<file path="config.mk">
export PLATFORM = sky130hd
export DESIGN_NAME = recovered_byte_clk
export DESIGN_NICKNAME = d
export VERILOG_FILES = /design/src/rtl/rbc_pkg.sv /design/src/rtl/rbc_drift_tracker.sv /design/src/rtl/rbc_period_ctrl.sv /design/src/rtl/rbc_char_shifter.sv /design/src/rtl/recovered_byte_clk.sv
export SDC_FILE = /design/constraint.sdc
export NUM_CORES = 1
export LEC_CHECK = 0
export ABC_AREA = 1
export BUFFER_PORTS_ARGS = -buffer_cell sky130_fd_sc_hd__buf_2
export CORE_MARGIN = 2
export CORE_UTILIZATION = 61
export CTS_CLUSTER_SIZE = 16
export DETAILED_ROUTE_END_ITERATION = 6
export MAX_ROUTING_LAYER = met4
export PLACE_DENSITY = 0.89
export SYNTH_ARGS = -nofsm -noshare
export SYNTH_HDL_FRONTEND = slang
export SYNTH_SLANG_ARGS = --single-unit
</file>
<file path="constraint.sdc">
create_clock -name clk -period 3.5 [get_ports clk]
set_input_delay 0.175 -clock clk [delete_from_list [all_inputs] [get_ports clk]]
set_output_delay 0.175 -clock clk [all_outputs]
set_load 0.02 [all_outputs]
</file>
<file path="src/rtl/rbc_pkg.sv">
package rbc_pkg;
  // Kind of period adjustment waiting for the next byte boundary
  typedef enum logic [1:0] {
    ADJ_NONE  = 2'd0,
    ADJ_SHORT = 2'd1,
    ADJ_LONG  = 2'd2
  } adj_e;
endpackage

</file>
<file path="src/rtl/rbc_drift_tracker.sv">
module rbc_drift_tracker
  import rbc_pkg::*;
#(
  parameter int DRIFT_LIM = 2
) (
  input  logic clk,
  input  logic rst,
  input  logic tick,
  input  logic early,
  input  logic late,
  input  logic consume,
  output adj_e pend
);
  localparam int DW = $clog2(DRIFT_LIM + 1) + 2;
  localparam logic signed [DW-1:0] ONE     = 1;
  localparam logic signed [DW-1:0] POS_LIM = DRIFT_LIM;
  localparam logic signed [DW-1:0] NEG_LIM = -POS_LIM;
  localparam logic signed [DW-1:0] POS_M1  = POS_LIM - ONE;

  logic signed [DW-1:0] drift, delta, d_next;
  adj_e pend_base;

  always_comb begin
    if (early && !late)      delta = ONE;
    else if (late && !early) delta = -ONE;
    else                     delta = '0;
  end

  assign d_next    = drift + delta;
  assign pend_base = consume ? ADJ_NONE : pend;

  always_ff @(posedge clk) begin
    if (rst) begin
      drift <= '0;
      pend  <= ADJ_NONE;
    end else if (tick) begin
      pend <= pend_base;
      if (d_next == POS_LIM) begin
        if (pend_base == ADJ_NONE) begin
          pend  <= ADJ_SHORT;
          drift <= d_next - POS_LIM;
        end
      end else if (d_next == NEG_LIM) begin
        if (pend_base == ADJ_NONE) begin
          pend  <= ADJ_LONG;
          drift <= d_next - NEG_LIM;
        end
      end else begin
        drift <= d_next;
      end
    end
  end


  lim_sched_chk: assert property (@(posedge clk) disable iff (rst)
    (tick && early && !late && drift == POS_M1 && pend == ADJ_NONE)
      |=> (pend == ADJ_SHORT && drift == '0));


  single_pend_chk: assert property (@(posedge clk) disable iff (rst)
    (tick && early && !late && drift == POS_M1 && pend != ADJ_NONE && !consume)
      |=> (pend == $past(pend) && drift == $past(drift)));
endmodule

</file>
<file path="src/rtl/rbc_period_ctrl.sv">
module rbc_period_ctrl
  import rbc_pkg::*;
#(
  parameter int CHAR_W   = 10,
  parameter int ADJ_BITS = 2
) (
  input  logic clk,
  input  logic rst,
  input  logic tick,
  input  adj_e pend,
  output logic wrap,
  output logic rclk
);
  localparam int LONG_LEN = CHAR_W + ADJ_BITS;
  localparam int CW       = $clog2(LONG_LEN + 1);
  localparam logic [CW-1:0] NOM_L   = CW'(CHAR_W);
  localparam logic [CW-1:0] SHORT_L = CW'(CHAR_W - ADJ_BITS);
  localparam logic [CW-1:0] LONG_L  = CW'(LONG_LEN);

  logic [CW-1:0] cnt, len, len_sel, cnt_inc, half;

  assign half    = len >> 1;
  assign cnt_inc = cnt + 1'b1;
  assign wrap    = tick && (cnt_inc == len);

  always_comb begin
    case (pend)
      ADJ_SHORT: len_sel = SHORT_L;
      ADJ_LONG:  len_sel = LONG_L;
      default:   len_sel = NOM_L;
    endcase
  end

  always_ff @(posedge clk) begin
    if (rst) begin
      cnt  <= '0;
      len  <= NOM_L;
      rclk <= 1'b0;
    end else if (tick) begin
      if (wrap) begin
        cnt  <= '0;
        len  <= len_sel;
        rclk <= 1'b1;
      end else begin
        cnt <= cnt_inc;
        if (cnt_inc == half) rclk <= 1'b0;
      end
    end
  end


  nom_len_chk: assert property (@(posedge clk) disable iff (rst)
    (wrap && pend == ADJ_NONE) |=> (len == NOM_L));


  short_len_chk: assert property (@(posedge clk) disable iff (rst)
    (wrap && pend == ADJ_SHORT) |=> (len == SHORT_L));


  long_len_chk: assert property (@(posedge clk) disable iff (rst)
    (wrap && pend == ADJ_LONG) |=> (len == LONG_L));


  idle_hold_chk: assert property (@(posedge clk) disable iff (rst)
    !tick |=> ($stable(cnt) && $stable(len) && $stable(rclk)));
endmodule

</file>
<file path="src/rtl/rbc_char_shifter.sv">
module rbc_char_shifter #(
  parameter int CHAR_W = 10
) (
  input  logic              clk,
  input  logic              rst,
  input  logic              tick,
  input  logic              bit_in,
  input  logic              wrap,
  output logic [CHAR_W-1:0] char_data,
  output logic              char_valid
);
  logic [CHAR_W-1:0] shreg, shnext;

  // Newest bit enters at the top, so the oldest ends at bit 0
  assign shnext = {bit_in, shreg[CHAR_W-1:1]};

  always_ff @(posedge clk) begin
    if (rst) begin
      shreg      <= '0;
      char_data  <= '0;
      char_valid <= 1'b0;
    end else begin
      char_valid <= wrap;
      if (tick) shreg <= shnext;
      if (wrap) char_data <= shnext;
    end
  end


  data_hold_chk: assert property (@(posedge clk) disable iff (rst)
    !char_valid |-> $stable(char_data));
endmodule

</file>
<file path="src/rtl/recovered_byte_clk.sv">
module recovered_byte_clk
  import rbc_pkg::*;
#(
  parameter int CHAR_W    = 10,
  parameter int ADJ_BITS  = 2,
  parameter int DRIFT_LIM = 2
) (
  input  logic              clk,
  input  logic              rst,
  input  logic              bit_tick,
  input  logic              bit_in,
  input  logic              early,
  input  logic              late,
  output logic [CHAR_W-1:0] char_data,
  output logic              char_valid,
  output logic              rclk
);
  adj_e pend;
  logic wrap;

  rbc_drift_tracker #(.DRIFT_LIM(DRIFT_LIM)) u_drift (
    .clk(clk), .rst(rst), .tick(bit_tick), .early(early), .late(late),
    .consume(wrap), .pend(pend)
  );

  rbc_period_ctrl #(.CHAR_W(CHAR_W), .ADJ_BITS(ADJ_BITS)) u_period (
    .clk(clk), .rst(rst), .tick(bit_tick), .pend(pend),
    .wrap(wrap), .rclk(rclk)
  );

  rbc_char_shifter #(.CHAR_W(CHAR_W)) u_shift (
    .clk(clk), .rst(rst), .tick(bit_tick), .bit_in(bit_in), .wrap(wrap),
    .char_data(char_data), .char_valid(char_valid)
  );


  valid_rise_chk: assert property (@(posedge clk) disable iff (rst)
    char_valid |-> $rose(rclk));


  rclk_fall_tick_chk: assert property (@(posedge clk) disable iff (rst)
    $fell(rclk) |-> $past(bit_tick));
endmodule

</file>
# After elaboration in Yosys (flattened, before gate mapping)
# Cells that the tools add are included.
# W data, S select, Z words.
# totals
word_cells	45
ram_bits	0
output_inout_bits	12
mem_bits_ro	0
ff_bits	36
n_memories	0
latch_bits	0
input_bits	6
# op_classes
bitwise_logic	0
multipliers	0
n_addsub	4
div	0
magnitude_cmp	0
n_shift	0
n_eq_ne	8
n_mux	15
reduce_logical	10
# op_table
operator	n
$mux W4	7
$mux W2	5
$pmux W3 S2	1
$add A4 B1 Y4 const B	1
$add A4 B4 Y4	1
$eq A4 B2 Y1 const B	1
$eq A4 B3 Y1	1
$eq A4 B3 Y1 const B	1
$eq A4 B4 Y1	1
$reduce_and A2 Y1	2
$sub A4 B2 Y4 const B	1
$sub A4 B3 Y4 const B	1
$logic_and A1 B1 Y1	3
$reduce_and A3 Y1	1
$eq A2 B1 Y1 const B	1
$eq A2 B2 Y1 const B	1
$logic_not A1 Y1	2
$logic_not A2 Y1	1
$mux W1	2
$ne A2 B1 Y1 const B	1
$ne A2 B2 Y1 const B	1
$reduce_bool A2 Y1	1

# Logic depth before layout (Yosys ltp)
# Gate-level depths: netlist of run 1.
# depth
word_depth	9
mapped_depth	21
depth_no_buf	21

# Modules after synthesis
# Synthesis of run 1 repeated with hierarchy kept, for this count alone.
# unflattened
hier_cells	285
hier_area_um2	1865.5
# by_module_without_submodules
mod	instances	area_each_um2	seq_area_each_um2	cells_each
rbc_char_shifter	1	789.5	400.4	114
rbc_drift_tracker	1	624.3	120.1	100
rbc_period_ctrl	1	451.7	140.1	71

# Worst setup path after synthesis of run 1
# No wires, ideal clock.
# synth_path
path_kind	in2reg
from	input port early
to	register u_drift.drift[2]
n_path_buf	0
t_required_ns	3.386
path_stages	20
setup_slack_ns	1.420
setup_ns	0.114
arrival_time_ns	1.966
path_cell_list	inv_1 ha_1 inv_1 ha_1 ha_1 inv_1 nand2_1 inv_1 nand2_1 nand2_2 ha_1 inv_1 nor2_1 nand3_4 nand2_2 nand2_4 nand2_4 nand2_1 nand2_1 nor2_2
# synth_between
elab_chain_cells	9
word_cells_on_any_way	17
classes_between	add/sub (3); eq/ne (4); mux (6); reduce/logical (4)
# synth_rtl
element	line	source
start, declared	recovered_byte_clk.sv:12	input logic early,
$logic_not A1 Y1	rbc_drift_tracker.sv:25	else if (late && !early) delta = -ONE;
$logic_and A1 B1 Y1	rbc_drift_tracker.sv:25	
$mux W4	rbc_drift_tracker.sv:25	
$mux W4 *	rbc_drift_tracker.sv:24	if (early && !late) delta = ONE;
$add A4 B4 Y4 *	rbc_drift_tracker.sv:29	assign d_next = drift + delta;
$sub A4 B2 Y4	rbc_drift_tracker.sv:46	drift <= d_next - NEG_LIM;
$mux W4	rbc_drift_tracker.sv:44	if (pend_base == ADJ_NONE) begin
$mux W4	rbc_drift_tracker.sv:43	end else if (d_next == NEG_LIM) begin
$mux W4	rbc_drift_tracker.sv:38	if (d_next == POS_LIM) begin
end signal, assigned	rbc_drift_tracker.sv:41	drift <= d_next - POS_LIM;
end signal, assigned	rbc_drift_tracker.sv:46	
end signal, assigned	rbc_drift_tracker.sv:49	drift <= d_next;
end, declared	rbc_drift_tracker.sv:20	logic signed [DW-1:0] drift, delta, d_next;
# Every way passes the cells marked *; elsewhere a longest branch is shown, timed or not. The select of a mux whose other input is x is not followed.
# A chain may end at the register's enable or synchronous reset.

# Worst setup path after layout of run 1
# layout_path
from	register u_period.cnt[0]
to	register u_drift.pend[1]
# layout_between
elab_chain_cells	8
word_cells_on_any_way	9
classes_between	add/sub (1); eq/ne (1); mux (5); reduce/logical (2)
# layout_rtl
element	line	source
start, declared	rbc_period_ctrl.sv:20	logic [CW-1:0] cnt, len, len_sel, cnt_inc, half;
start signal, assigned	rbc_period_ctrl.sv:45	cnt <= cnt_inc;
$add A4 B1 Y4 *	rbc_period_ctrl.sv:23	assign cnt_inc = cnt + 1'b1;
$eq A4 B4 Y1 *	rbc_period_ctrl.sv:24	assign wrap = tick && (cnt_inc == len);
$logic_and A1 B1 Y1 *	rbc_period_ctrl.sv:24	
$mux W2 *	rbc_drift_tracker.sv:30	assign pend_base = consume ? ADJ_NONE : pend;
$logic_not A2 Y1	rbc_drift_tracker.sv:39, rbc_drift_tracker.sv:44	
$mux W2	rbc_drift_tracker.sv:44	
$mux W2	rbc_drift_tracker.sv:43	
$mux W2 *	rbc_drift_tracker.sv:38	
end signal, assigned	rbc_drift_tracker.sv:37	pend <= pend_base;
end, declared	rbc_drift_tracker.sv:12	output adj_e pend
# Every way passes the cells marked *; elsewhere a longest branch is shown, timed or not.

==> flow_results.org, run 1 <==
** GRT
- Largest net degree at the start of global routing :: 27
- Aggregate global routing overflow :: 0
- Initial antenna violation count :: 0
- Global-route total usage across every layer :: 0.2308
- The via count of the first global-routing pass was 1380.
- First-pass GRT wire length :: 5644 um

** Yosys
- The most common cell in the synthesized netlist is sky130_fd_sc_hd__nor2_1.
- Syn Inst Count :: 238
- The largest total area in the synthesized netlist belongs to sky130_fd_sc_hd__dfxtp_1.
- Share of flip-flops with an asynchronous set or reset after synthesis :: 0
- Predominant post-synthesis flop cell :: sky130_fd_sc_hd__dfxtp_1
- Synth top area share :: 0.3961
- Each instance of the synthesized netlist takes up on average 7.008 um2.
- Count of different cell masters after synthesis :: 23
- Syn. warnings :: 0
- The number of nets handed over by synthesis was 253.
- The cell area that synthesis handed to floorplanning was 1668 um2.
- EDFF count, synth :: 0
- Dominant cells by area after synthesis :: sky130_fd_sc_hd__dfxtp_1, sky130_fd_sc_hd__nor2_1, sky130_fd_sc_hd__nand2_1, sky130_fd_sc_hd__o21ai_0, sky130_fd_sc_hd__ha_1
- Counting flops and latches in the post-synthesis netlist gives 33.
- Ranked by instance count, the synthesized netlist is headed by sky130_fd_sc_hd__nor2_1, sky130_fd_sc_hd__nand2_1, sky130_fd_sc_hd__dfxtp_1, sky130_fd_sc_hd__inv_1, sky130_fd_sc_hd__o21ai_0.
- Of the synthesized area, sequential elements account for 0.3961.

** Final layout
- Leaving out filler cells and counting taps, the final layout contains 285.
- The repair_antennas step left the layout with diodes totalling 0.
- In the final layout, the share of cells above drive strength 1 is 0.1451.
- Area growth from synthesis to layout :: 9.002%
- Measured on the finished design, the core utilization comes to 0.7144.
- The final layout contains 269 nets.

** STA
- Total of endpoints with negative setup slack in the final report :: 0
- Worst-Margin Slew :: 631.4 ps
- Unrepaired setup endpoints after global routing :: no
- Clock skew on the completed layout was measured at 11.81 ps.
- Clock period minus worst slack :: 2149 ps
- Setup tns final :: 0 ps
- For this run, the top clock speed supported by timing is 0.4653 GHz.
- Fin. Hold Viols :: 0
- Worst-case headroom to the max-slew limit :: 0.5786
- The number of pins with negative max-slew slack in the final report is 0.
- Dividing the final minimum period by the clock period gives 0.6140.

** Clock network
- For this design, the CTS-stage hold fixing added 0 buffers.
- In this run the number of H-tree levels came out at 2.
- Post-CTS timing repair inserted 0 buffers for setup.
- Post-CTS clock slew at the launch and capture registers of the worst setup and hold paths :: 100 ps
- In this run, post-CTS repair resized a total of 0 instances.
- # clock sinks :: 33
- TritonCTS built the clock tree.
- Buffer cell driving the clock tree root :: sky130_fd_sc_hd__clkbuf_4
- Maximum clock insertion buffer count :: 2
- In this run, CTS created clock tree buffers numbering 5.
- The later pin in the worst-skew pair is clocked with a latency of 330 ps.

** Detailed routing
- Number of nets with antenna violations after routing :: 0
- In the routed design, unresolved DRC markers number 0.
- For this run, the detailed router's first-pass iteration total came to 4.
- The detailed router placed 1503 vias in this run.
- WL/cell :: 11.53 um
- Detail-routed via count per cell :: 5.274
- Wires add up to 3287 um.
- Number of DRC violations after detailed-routing iteration 0 :: 51

** Critical path
- STA classifies the critical path startpoint as a flop.
- Kind of end point of the critical path :: flop
- Flop2flop setup slack :: 1350 ps
- The critical path starts at u_period.cnt[0].
- Req. time, crit path :: 3770 ps
- By startpoint and endpoint, the worst setup path is classified as flop to flop.
- In this run the critical register-to-register path is launched from u_period.cnt[0].
- In this run the worst path has a maximum fanout of 16.
- STA puts the critical path data arrival time at 2420 ps.
- Crit Reg-Reg Endpoint :: u_drift.pend[1]
- Measured in cells, the most critical reg-to-reg path has a length of 10.

** Floorplanning
- For this configuration, the core starts out at a cell density of 0.6554.
- After floorplanning, the core was divided into 18 placement rows.
- After floorplanning, the core was sized to cover 2545 um2.
- Die Y :: 56.29 um
- For this design the top-level I/O count stands at 18.
- Die Outline Area :: 3169 um2
- Die extent in x :: 56.29 um

** Place
- After detailed placement, the design holds a cell count of 277.
- The congestion estimate from routability-driven global placement came to 0.8329.
- Post-detail-place hpwl :: 2326 um
- The count of buffers added on input and output ports is 17.

** Worst hold path
- Number of cells on the worst hold path :: 3
- The worst hold path belongs to the class input port to flop.
- Hold endpoint :: u_shift.shreg[9]
- The startpoint identified for the worst hold timing path is bit_in.

** Power and ir drop
- Power spread over the standard cell area amounts to 424.6 nW/um2.
- Worst-case vdd ir drop :: 0.0003726 V
- Leak Pwr :: 0.9339 nW

** Status
- The flow ran to the end, and the final reports show no timing, DRC or antenna violations.

** Job
- Number of maximum-capacitance violations :: 0
==> critical path: stages, from the launching register on <==
cell	delay [ps]
sky130_fd_sc_hd__dfxtp_1	420
sky130_fd_sc_hd__ha_1	280
sky130_fd_sc_hd__inv_1	100
sky130_fd_sc_hd__nor2_1	50
sky130_fd_sc_hd__nor2_1	90
sky130_fd_sc_hd__nand2_1	110
sky130_fd_sc_hd__nor2_4	330
sky130_fd_sc_hd__inv_1	330
sky130_fd_sc_hd__nand2_1	160
sky130_fd_sc_hd__nand4_1	80
sky130_fd_sc_hd__a21oi_1	140
==> registers in the layout, summed over array words and instances (netlist names) <==
name / cells
u_shift.char_valid: 1
u_period.cnt: 4
u_period.rclk: 1
u_shift.char_data: 10
u_shift.shreg: 9
u_drift.pend: 2
u_drift.drift: 4
u_period.len: 2
==> final cells by class <==
class | instances | area [um2]
clock inverters | 2 | 13.76
repair buffers | 17 | 85.08
well taps | 30 | 37.54
multi-input cells | 168 | 860.8
fillers | 215 | 726.9
clock buffers | 6 | 51.30
inverters | 29 | 108.9
flip-flops and latches | 33 | 660.6
==> worst max path at each step <==
stage / to
after floorplan: u_drift.drift[2]
final: u_drift.pend[1]
after global placement: u_drift.drift[2]
after CTS: u_drift.pend[1]
after detailed placement: u_drift.drift[2]
after global routing: u_drift.pend[1]
==> placed cells by master (no fill, tap or decap) <==
master                     count
sky130_fd_sc_hd__nor2_1       51
sky130_fd_sc_hd__nand2_1      41
sky130_fd_sc_hd__dfxtp_1      33
sky130_fd_sc_hd__inv_1        29
sky130_fd_sc_hd__o21ai_0      25
sky130_fd_sc_hd__buf_2        17
sky130_fd_sc_hd__nand3_1      11
sky130_fd_sc_hd__a21oi_1      10
sky130_fd_sc_hd__ha_1          9
sky130_fd_sc_hd__clkbuf_4      5
sky130_fd_sc_hd__nand2_2       3
sky130_fd_sc_hd__nand4_1       3
sky130_fd_sc_hd__nor2_2        2
sky130_fd_sc_hd__nor2_4        2
sky130_fd_sc_hd__nand3_2       2
sky130_fd_sc_hd__nand2_4       2
sky130_fd_sc_hd__o22ai_1       2
sky130_fd_sc_hd__o21ai_1       1
sky130_fd_sc_hd__xor2_1        1
sky130_fd_sc_hd__a211oi_1      1
sky130_fd_sc_hd__nand3_4       1
sky130_fd_sc_hd__or2_0         1
sky130_fd_sc_hd__clkbuf_8      1
sky130_fd_sc_hd__clkinv_2      1
sky130_fd_sc_hd__clkinv_4      1
==> routing by layer <==
metal  global-route usage  vias to the layer above  part of all wire
li1                     -                      785                 -
met1               0.2853                      677              0.48
met2               0.3697                       34              0.46
met3              0.04608                        7             0.033
met4              0.09524                        0             0.019
met5                    -                        -                 0
==> report_power, final <==
part           switching (W)  internal (W)
clock network       0.000128     0.0000979
registers          0.0000124      0.000391
logic              0.0000925     0.0000497
total               0.000233      0.000538
==> through the flow <==
step                hold WS, ps  setup WS (ps)  total power (W)  cell area [um2]
floorplan                 309.9           1420        0.0005212             1668
global placement          421.8           1264        0.0005457             1753
detailed placement        426.6           1172        0.0005514             1753
CTS                       78.89           1358        0.0007760             1818
global route              91.41           1116        0.0008101             1818
finish                    89.14           1351        0.0007718             1818
==> cell families (layout without fill, tap and decap cells) <==
group,Yosys count,in the layout,share of synthesized area
buffers and inverters,37,54,0.08777
and+or+nand+nor,119,119,0.3233
xor gates and xnor gates,1,1,0.005252
DFF,33,33,0.3961
AOI/OAI and AO/OA,39,39,0.1200
adders and majority gates,9,9,0.06752
(Power assumes the default switching activity.)
==> run 2, diff against run 1 <==
--- a/config.mk
+++ b/config.mk
@@ -5,14 +5,14 @@
 export SDC_FILE = /design/constraint.sdc
 export NUM_CORES = 1
 export LEC_CHECK = 0
-export ABC_AREA = 1
+export ABC_AREA = 0
 export BUFFER_PORTS_ARGS = -buffer_cell sky130_fd_sc_hd__buf_2
 export CORE_MARGIN = 2
-export CORE_UTILIZATION = 61
+export CORE_UTILIZATION = 57
 export CTS_CLUSTER_SIZE = 16
 export DETAILED_ROUTE_END_ITERATION = 6
 export MAX_ROUTING_LAYER = met4
-export PLACE_DENSITY = 0.89
+export PLACE_DENSITY = 0.85
 export SYNTH_ARGS = -nofsm -noshare
 export SYNTH_HDL_FRONTEND = slang
 export SYNTH_SLANG_ARGS = --single-unit
==> constraint.sdc (replaced) <==
create_clock -name clk -period 2.23 [get_ports clk]
set_input_delay 0.1115 -clock clk [delete_from_list [all_inputs] [get_ports clk]]
set_output_delay 0.1115 -clock clk [all_outputs]
set_load 0.02 [all_outputs]
==> run 2 against run 1 <==
Against the previous run: the run now ends with negative setup slack left; critical path depth did not move; combinational power rose to 2.5 times the previous value; core utilization rose by 1.8 points; worst hold slack got worse by 47 ps; register-to-register slack got worse by 1500 ps; synthesized area fell by 3.0%; clock-buffer cell count rose by 1; flip-flop and latch count did not move; sequential share of layout area fell by 3.2 points; largest power group unchanged; highest routed layer unchanged.
==> flow_results.org, run 2 <==
** STA
- Max Slew Vio Count :: 0
- Worst-Margin Slew :: 535.3 ps
- In the finished design, the share of the clock period the worst path needs comes to 1.064.
- Derived from the worst setup path, the maximum achievable clock frequency is 0.4213 GHz.
- Total of endpoints with negative setup slack in the final report :: 4
- Fin. Hold Viols :: 0
- Worst-case headroom to the max-slew limit :: 0.6432
- Clock skew after layout :: 7.397 ps
- After layout, the worst setup slack is -143.6 ps.
- Setup repair after global routing could not meet its margin everywhere.
- Clock period minus worst slack :: 2374 ps

** Critical path
- Data arrives at the worst endpoint at 2650 ps.
- Kind of end point of the critical path :: flop
- The setup path with the least slack is of type flop to flop.
- Peak fanout along the critical path :: 7
- Req. time, crit path :: 2510 ps
- STA classifies the critical path startpoint as a flop.

** Clock network
- The H-tree generated during clock tree synthesis spans 2 levels.
- TritonCTS built the clock tree.
- The root buffer cell chosen for the clock tree is sky130_fd_sc_hd__clkbuf_4.
- Maximum clock insertion buffer count :: 2
- Hold repair after CTS inserted 0 buffers.
- Clk_lat worst skew :: 340 ps
- The number of clock buffers added by TritonCTS is 5.
- # clock sinks :: 33
- Post-CTS clock slew at the launch and capture registers of the worst setup and hold paths :: 100 ps

** Worst hold path
- The min-delay analysis places its worst path in the category input port to flop.

** Floorplanning
- After floorplanning, the core was sized to cover 2734 um2.
- Cell row count :: 19
- Die Outline Area :: 3280 um2
- For this configuration, the core starts out at a cell density of 0.5918.
- Die extent in x :: 57.28 um
- Measured along the y axis, the die boundary spans 57.28 um.
- Count of pins on the block boundary :: 18

** Yosys
- Predominant post-synthesis flop cell :: sky130_fd_sc_hd__dfxtp_1
- Sequential share of the synthesized area :: 0.4084
- Leading cell type by number of instances after synthesis :: sky130_fd_sc_hd__dfxtp_1
- Most frequent cells after synthesis :: sky130_fd_sc_hd__dfxtp_1, sky130_fd_sc_hd__nor2_1, sky130_fd_sc_hd__mux2i_1, sky130_fd_sc_hd__a21oi_1, sky130_fd_sc_hd__ha_1
- Netlist area before placement :: 1618 um2
- Syn. warnings :: 0
- A synthesized cell averages 9.630 um2.
- EDFF count, synth :: 0
- Share of flip-flops with an asynchronous set or reset after synthesis :: 0
- The cell count after synthesis came out at 168.
- Of the post-synthesis cell area, the dominant cell type holds 0.4084.
- Number of storage elements in the synthesis netlist :: 33
- The synthesized netlist contains 37 unique library cells.
- Dominant cells by area after synthesis :: sky130_fd_sc_hd__dfxtp_1, sky130_fd_sc_hd__mux2i_1, sky130_fd_sc_hd__ha_1, sky130_fd_sc_hd__nor2_1, sky130_fd_sc_hd__a21oi_1
- Total nets after synthesis :: 183
- Largest area contributor in the netlist :: sky130_fd_sc_hd__dfxtp_1

** Final layout
- Leaving out filler cells and counting taps, the final layout contains 235.
- Highest-count cells in the layout ignoring fill and taps :: sky130_fd_sc_hd__dfxtp_1, sky130_fd_sc_hd__nor2_1, sky130_fd_sc_hd__mux2i_1
- Flip-flop count of the largest register, all copies and words added :: 10
- Antenna cell count :: 0
- Proportion of layout cells with a drive suffix above 1 :: 0.3235
- The register with the most flip-flops in the final layout is u_shift.char_data.
- Final net count :: 218
- Area growth from synthesis to layout :: 23.74%
- In the final layout, the registers with the most flip-flops are u_shift.char_data x10, u_shift.shreg x9.
- Counting the fill cells in the layout gives 204.
- Most common cell after layout, fill and taps aside :: sky130_fd_sc_hd__dfxtp_1

** Detailed routing
- Number of nets with antenna violations after routing :: 0
- Total number of vias :: 1327
- The routed design has 3443 um of wire.
- In the routed layout, each cell is associated on average with a via count of 5.647.
- After detailed routing, the average wire length per cell comes to 14.65 um.
- Total iterations of the first detailed-routing run :: 4
- Number of DRC violations after detailed-routing iteration 0 :: 34
- For this run, design rule violations remaining after detail routing come to 0.

** Place
- Input and output buffers added on the ports amount to 17.
- Post-detail-place hpwl :: 2418 um
- # placed instances :: 225
- Gpl congestion :: 0.7652

** Status
- The run finished, with violations left.
- Violated checks :: negative setup slack

** GRT
- Global routing finished with a remaining overflow of 0.
- The first global-routing pass estimated 5761 um of wire.
- Largest net degree at the start of global routing :: 32
- The initial antenna violation count came to 0.
- Global-route total usage across every layer :: 0.2349
- Vias in the first global route :: 1336

** Power and ir drop
- Pwr/cell area :: 657.4 nW/um2
- The worst-case IR drop observed on VDD is 0.0005779 V.
- Total power for the finished layout comes to 0.001316 W.
- Leak Pwr :: 0.8453 nW

** Job
- Number of maximum-capacitance violations :: 0
run 2: routing by layer:
layer	part of all wire	vias up	global-route usage
met5	0	-	-
met4	0.018	0	0.07973
met2	0.53	26	0.3957
li1	-	655	-
met3	0.030	8	0.07029
met1	0.42	638	0.2659
run 2: path summary, 6_finish.rpt:
kind	start	end	slack, ps	cells after the start
max reg2reg	u_drift.drift[1]	u_drift.drift[1]	-140	10
min	bit_in	u_shift.shreg[9]	40	3
min reg2reg	u_period.rclk	u_period.rclk	490	2
max	u_drift.drift[1]	u_drift.drift[1]	-140	10
run 2: cell families (layout without fill, tap and decap cells):
family                     after synthesis  count (layout)  synth area share
AOI/OAI and AO/OA                       24              24            0.1083
muxes                                   24              24            0.1485
DFF                                     33              33            0.4084
and+or+nand+nor                         53              53            0.1663
adders and majority gates                9               9           0.06961
xor gates and xnor gates                10              10           0.05878
buffers and inverters                   15              51           0.04021
run 2: timing repair:
action | 4_1_cts | 5_1_grt
setup buffers | 2 | 1
resized for setup | 4 | 4
pin swaps | 7 | 3
setup endpoints to repair | 4 | 18
run 2: cell type report:
type	count	area (um2)	area share
Multi-Input combinational cell	120	984.7	0.4919
Sequential cell	33	663.1	0.3313
Timing Repair Buffer	34	216.5	0.1081
Inverter	9	46.29	0.02313
Clock buffer	7	45.04	0.02250
Tap cell	31	38.79	0.01938
Clock inverter	1	7.507	0.003750
run 2: report_power, final:
part	internal [W]	switching, W	total, W
clock	0.000124	0.000204	0.000328
combinational	0.000175	0.000187	0.000361
sequential	0.000608	0.0000188	0.000626
total	0.000907	0.000409	0.00132
run 2: per-stage QoR:
step	setup slack (ps)	utilization	TNS, ps	hold slack, ps	cell area (um2)
floorplan	-157.3	-	-555.9	216.2	1698
global placement	-332.5	0.6961	-1346	367.5	1903
detailed placement	-423.4	0.6961	-1705	383.6	1903
CTS	-149.3	0.7240	-553.3	33.50	1979
global route	-294.8	0.7323	-1716	36.49	2002
finish	-143.6	0.7323	-519.7	42.42	2002
run 2: worst max-delay path: stages (launching register included):
cell and delay [ps]:
sky130_fd_sc_hd__dfxtp_2 350, sky130_fd_sc_hd__xor2_2 190, sky130_fd_sc_hd__ha_4 180, sky130_fd_sc_hd__a21oi_4 120
sky130_fd_sc_hd__xnor2_2 140, sky130_fd_sc_hd__inv_2 70, sky130_fd_sc_hd__or4_4 540, sky130_fd_sc_hd__a2111oi_4 290
sky130_fd_sc_hd__buf_4 190, sky130_fd_sc_hd__nand4b_1 110, sky130_fd_sc_hd__and3_1 140
==> run 3, diff against run 2 <==
--- a/config.mk
+++ b/config.mk
@@ -7,6 +7,7 @@
 export LEC_CHECK = 0
 export ABC_AREA = 0
 export BUFFER_PORTS_ARGS = -buffer_cell sky130_fd_sc_hd__buf_2
+export CORE_ASPECT_RATIO = 0.75
 export CORE_MARGIN = 2
 export CORE_UTILIZATION = 57
 export CTS_CLUSTER_SIZE = 16
==> run 3 against run 2 <==
Against the previous run: the run still ends with negative setup slack left; largest power group unchanged; non-clock buffer count unchanged; flip-flop and latch count is the same; design area increased by 3.2%; clock-buffer cell count decreased by 1; power grew 12%; core utilization rose by 4.4 points; die area is 0.13% higher; fmax rose by 1.6%.
==> flow_results.org, run 3 (synthesis gave the netlist of run 2 again) <==
** STA
- Once routing completed, OpenROAD measured the worst setup slack at -106.4 ps.
- The number of pins with negative max-slew slack in the final report came to 0.
- Unrepaired setup endpoints after global routing :: yes
- The smallest clock period supported by the final layout is computed as 2336 ps.
- Worst-case headroom to the max-slew limit :: 0.6410
- Clock skew after layout :: 6.438 ps
- For this run, the top clock speed supported by timing is 0.4280 GHz.
- Worst-Margin Slew :: 538.5 ps
- Setup tns final :: -281.2 ps
- Total of endpoints with negative setup slack in the final report :: 4
- Fin. Hold Viols :: 0
- In the finished design, the share of the clock period the worst path needs comes to 1.048.

** Critical path
- For this design, the slowest cell found on the critical path is sky130_fd_sc_hd__or4_4.
- STA classifies the critical path endpoint as a flop.
- For the worst setup path, the data required time is 2410 ps.
- Data arrival time at the worst-slack endpoint :: 2520 ps
- Along the worst path, the maximum fanout reaches 7.
- The cell that appears most often on the critical path is sky130_fd_sc_hd__buf_4.
- On the worst path, the slowest cell contributes a delay of 520 ps.
- Cell family contributing the most delay on the critical path :: simple AND/OR/NAND/NOR gates
- Traced cell by cell, the critical path runs through ha_4, buf_4, nand3_2, a21oi_2, o21a_1, or4_4, a2111oi_4, buf_4, o21bai_1, and3_1.
- Worst path buffer plus inverter count :: 2
- Setup Crit Path Kind :: flop to flop
- The worst setup path is launched from a flop.

** Power and ir drop
- Of the total power, the share spent switching nets is 0.2941.
- The share of total power dissipated in sequential elements is 0.428.
- Cell internal pwr :: 0.001038 W
- Of the total power, combinational logic draws 0.251.
- The share of total power dissipated in the clock network is 0.321.
- Pwr/cell area :: 711.5 nW/um2
- Switching power total :: 0.0004326 W
- Across the VDD grid, the largest voltage drop is 0.0006027 V.
- In this run the static leakage power is 0.8700 nW.

** Clock network
- Maximum clock insertion buffer count :: 2
- Buffers inserted to repair hold after CTS numbered 0.
- Level count of the clock H-tree :: 2
- For the worst-skew pair, the clock arrives at the later sink with an insertion delay of 290 ps.
- TritonCTS built the clock tree.
- In this run, CTS created clock tree buffers numbering 5.
- Post-CTS clock slew at the launch and capture registers of the worst setup and hold paths :: 70 ps
- CTS placed an instance of sky130_fd_sc_hd__clkbuf_8 at the clock tree root.
- # clock sinks :: 33

** Job
- Across the run, the number of max-cap violations was 0.

** Floorplanning
- Die Y :: 50.14 um
- The floorplan step set the die width to 65.52 um.
- The floorplan has 16 rows.
- The die covers 3285 um2.
- Starting density of the core :: 0.6076
- The core region is 2663 um2.
- In this run the count of I/O pins placed on the die edge is 18.

** Detailed routing
- WL/cell :: 14.60 um
- In the routed layout, each cell is associated on average with a via count of 5.525.
- Routed wire length :: 3503 um
- Across all layers, the routed design uses 1326 vias.
- The first detailed-routing pass took 4 iterations.
- Number of nets with antenna violations after routing :: 0
- For this run, design rule violations remaining after detail routing come to 0.
- Number of DRC violations after detailed-routing iteration 0 :: 67

** GRT
- Aggregate global routing overflow :: 0
- First-pass GRT wire length :: 6113 um
- Vias in the first global route :: 1288
- Largest net degree at the start of global routing :: 32
- The initial antenna violation count was 0.
- Global-route total usage across every layer :: 0.2568

** Final layout
- Antenna cell count :: 0
- Proportion of layout cells with a drive suffix above 1 :: 0.3382
- Most flops, register :: u_shift.char_data
- Once layout is complete, the utilization of the core stands at 0.7763.
- The register with the most flip-flops in the layout has 10 of them.
- Compared with the post-synthesis result, the final layout area differs by 27.76%.
- In the layout the commonest cells are sky130_fd_sc_hd__dfxtp_1, sky130_fd_sc_hd__nor2_1, sky130_fd_sc_hd__mux2i_1.
- After the last flow step, the layout net total stands at 218.
- Most common cell after layout, fill and taps aside :: sky130_fd_sc_hd__dfxtp_1
- The filler cells instantiated in the layout total 177.
- In the final layout, the registers with the most flip-flops are u_shift.char_data x10, u_shift.shreg x9.

** Place
- Detailed placement finished with a half-perimeter wire length of 2437 um.
- During placement, the flow inserted port buffers numbering 17.
- Gpl congestion :: 0.8958
- Prior to clock tree synthesis, the placed netlist has a worst setup slack of -413.5 ps.

** Worst hold path
- The min-delay analysis places its worst path in the category input port to flop.

** Status
- Violated checks :: negative setup slack
- Outcome :: finished, violations left
[run 3: repair_timing]
action,4_1_cts,5_1_grt
gates resized for setup,6,3
setup endpoints to repair,4,13
pin swaps,6,9
setup buffers,2,1
[run 3: power groups by stage]
stage / Clock, W / Sequential (W) / Combinational [W]
floorplan: 0 / 0.000639 / 0.000218
global placement: 0 / 0.000637 / 0.000315
detailed placement: 0 / 0.000638 / 0.000333
CTS: 0.000481 / 0.000628 / 0.000355
global route: 0.000511 / 0.000630 / 0.000407
finish: 0.000473 / 0.000629 / 0.000369
[run 3: routing by layer]
layer | global-route usage | part of all wire
met1 | 0.3272 | 0.47
met2 | 0.3827 | 0.47
met3 | 0.06054 | 0.040
met4 | 0.1319 | 0.025
met5 | - | 0
[run 3: worst paths after layout]
check                    from  slack, ps              endpoint  depth (start not counted)
max reg2reg  u_drift.drift[0]       -110      u_drift.drift[1]                         10
min reg2reg   u_period.cnt[3]        480       u_period.cnt[3]                          2
max          u_drift.drift[0]       -110      u_drift.drift[1]                         10
min                    bit_in         70  u_shift.char_data[9]                          3
[run 3: layout make-up]
class | count | area (um2) | area share
clock buffers | 6 | 82.58 | 0.03995
clock inverters | 2 | 13.76 | 0.006659
inverters | 9 | 46.29 | 0.02240
well taps | 36 | 45.04 | 0.02179
flip-flops and latches | 33 | 663.1 | 0.3208
repair buffers | 34 | 212.7 | 0.1029
multi-input cells | 120 | 1003 | 0.4855
[run 3: metrics by stage]
step	power (W)	instances	area, um2	hold WS, ps
2_1_floorplan	0.0008569	168	1698	216.2
3_3_place_gp	0.0009517	230	1909	364.5
3_5_place_dp	0.0009715	230	1909	376.3
4_1_cts	0.001463	240	2052	68.16
5_1_grt	0.001547	240	2067	108.8
6_report	0.001471	240	2067	72.66
[run 3: worst register-to-register path: stages (launching register included)]
cell	delay, ps
sky130_fd_sc_hd__dfxtp_2	340
sky130_fd_sc_hd__ha_4	170
sky130_fd_sc_hd__buf_4	150
sky130_fd_sc_hd__nand3_2	70
sky130_fd_sc_hd__a21oi_2	80
sky130_fd_sc_hd__o21a_1	190
sky130_fd_sc_hd__or4_4	520
sky130_fd_sc_hd__a2111oi_4	290
sky130_fd_sc_hd__buf_4	190
sky130_fd_sc_hd__o21bai_1	60
sky130_fd_sc_hd__and3_1	170
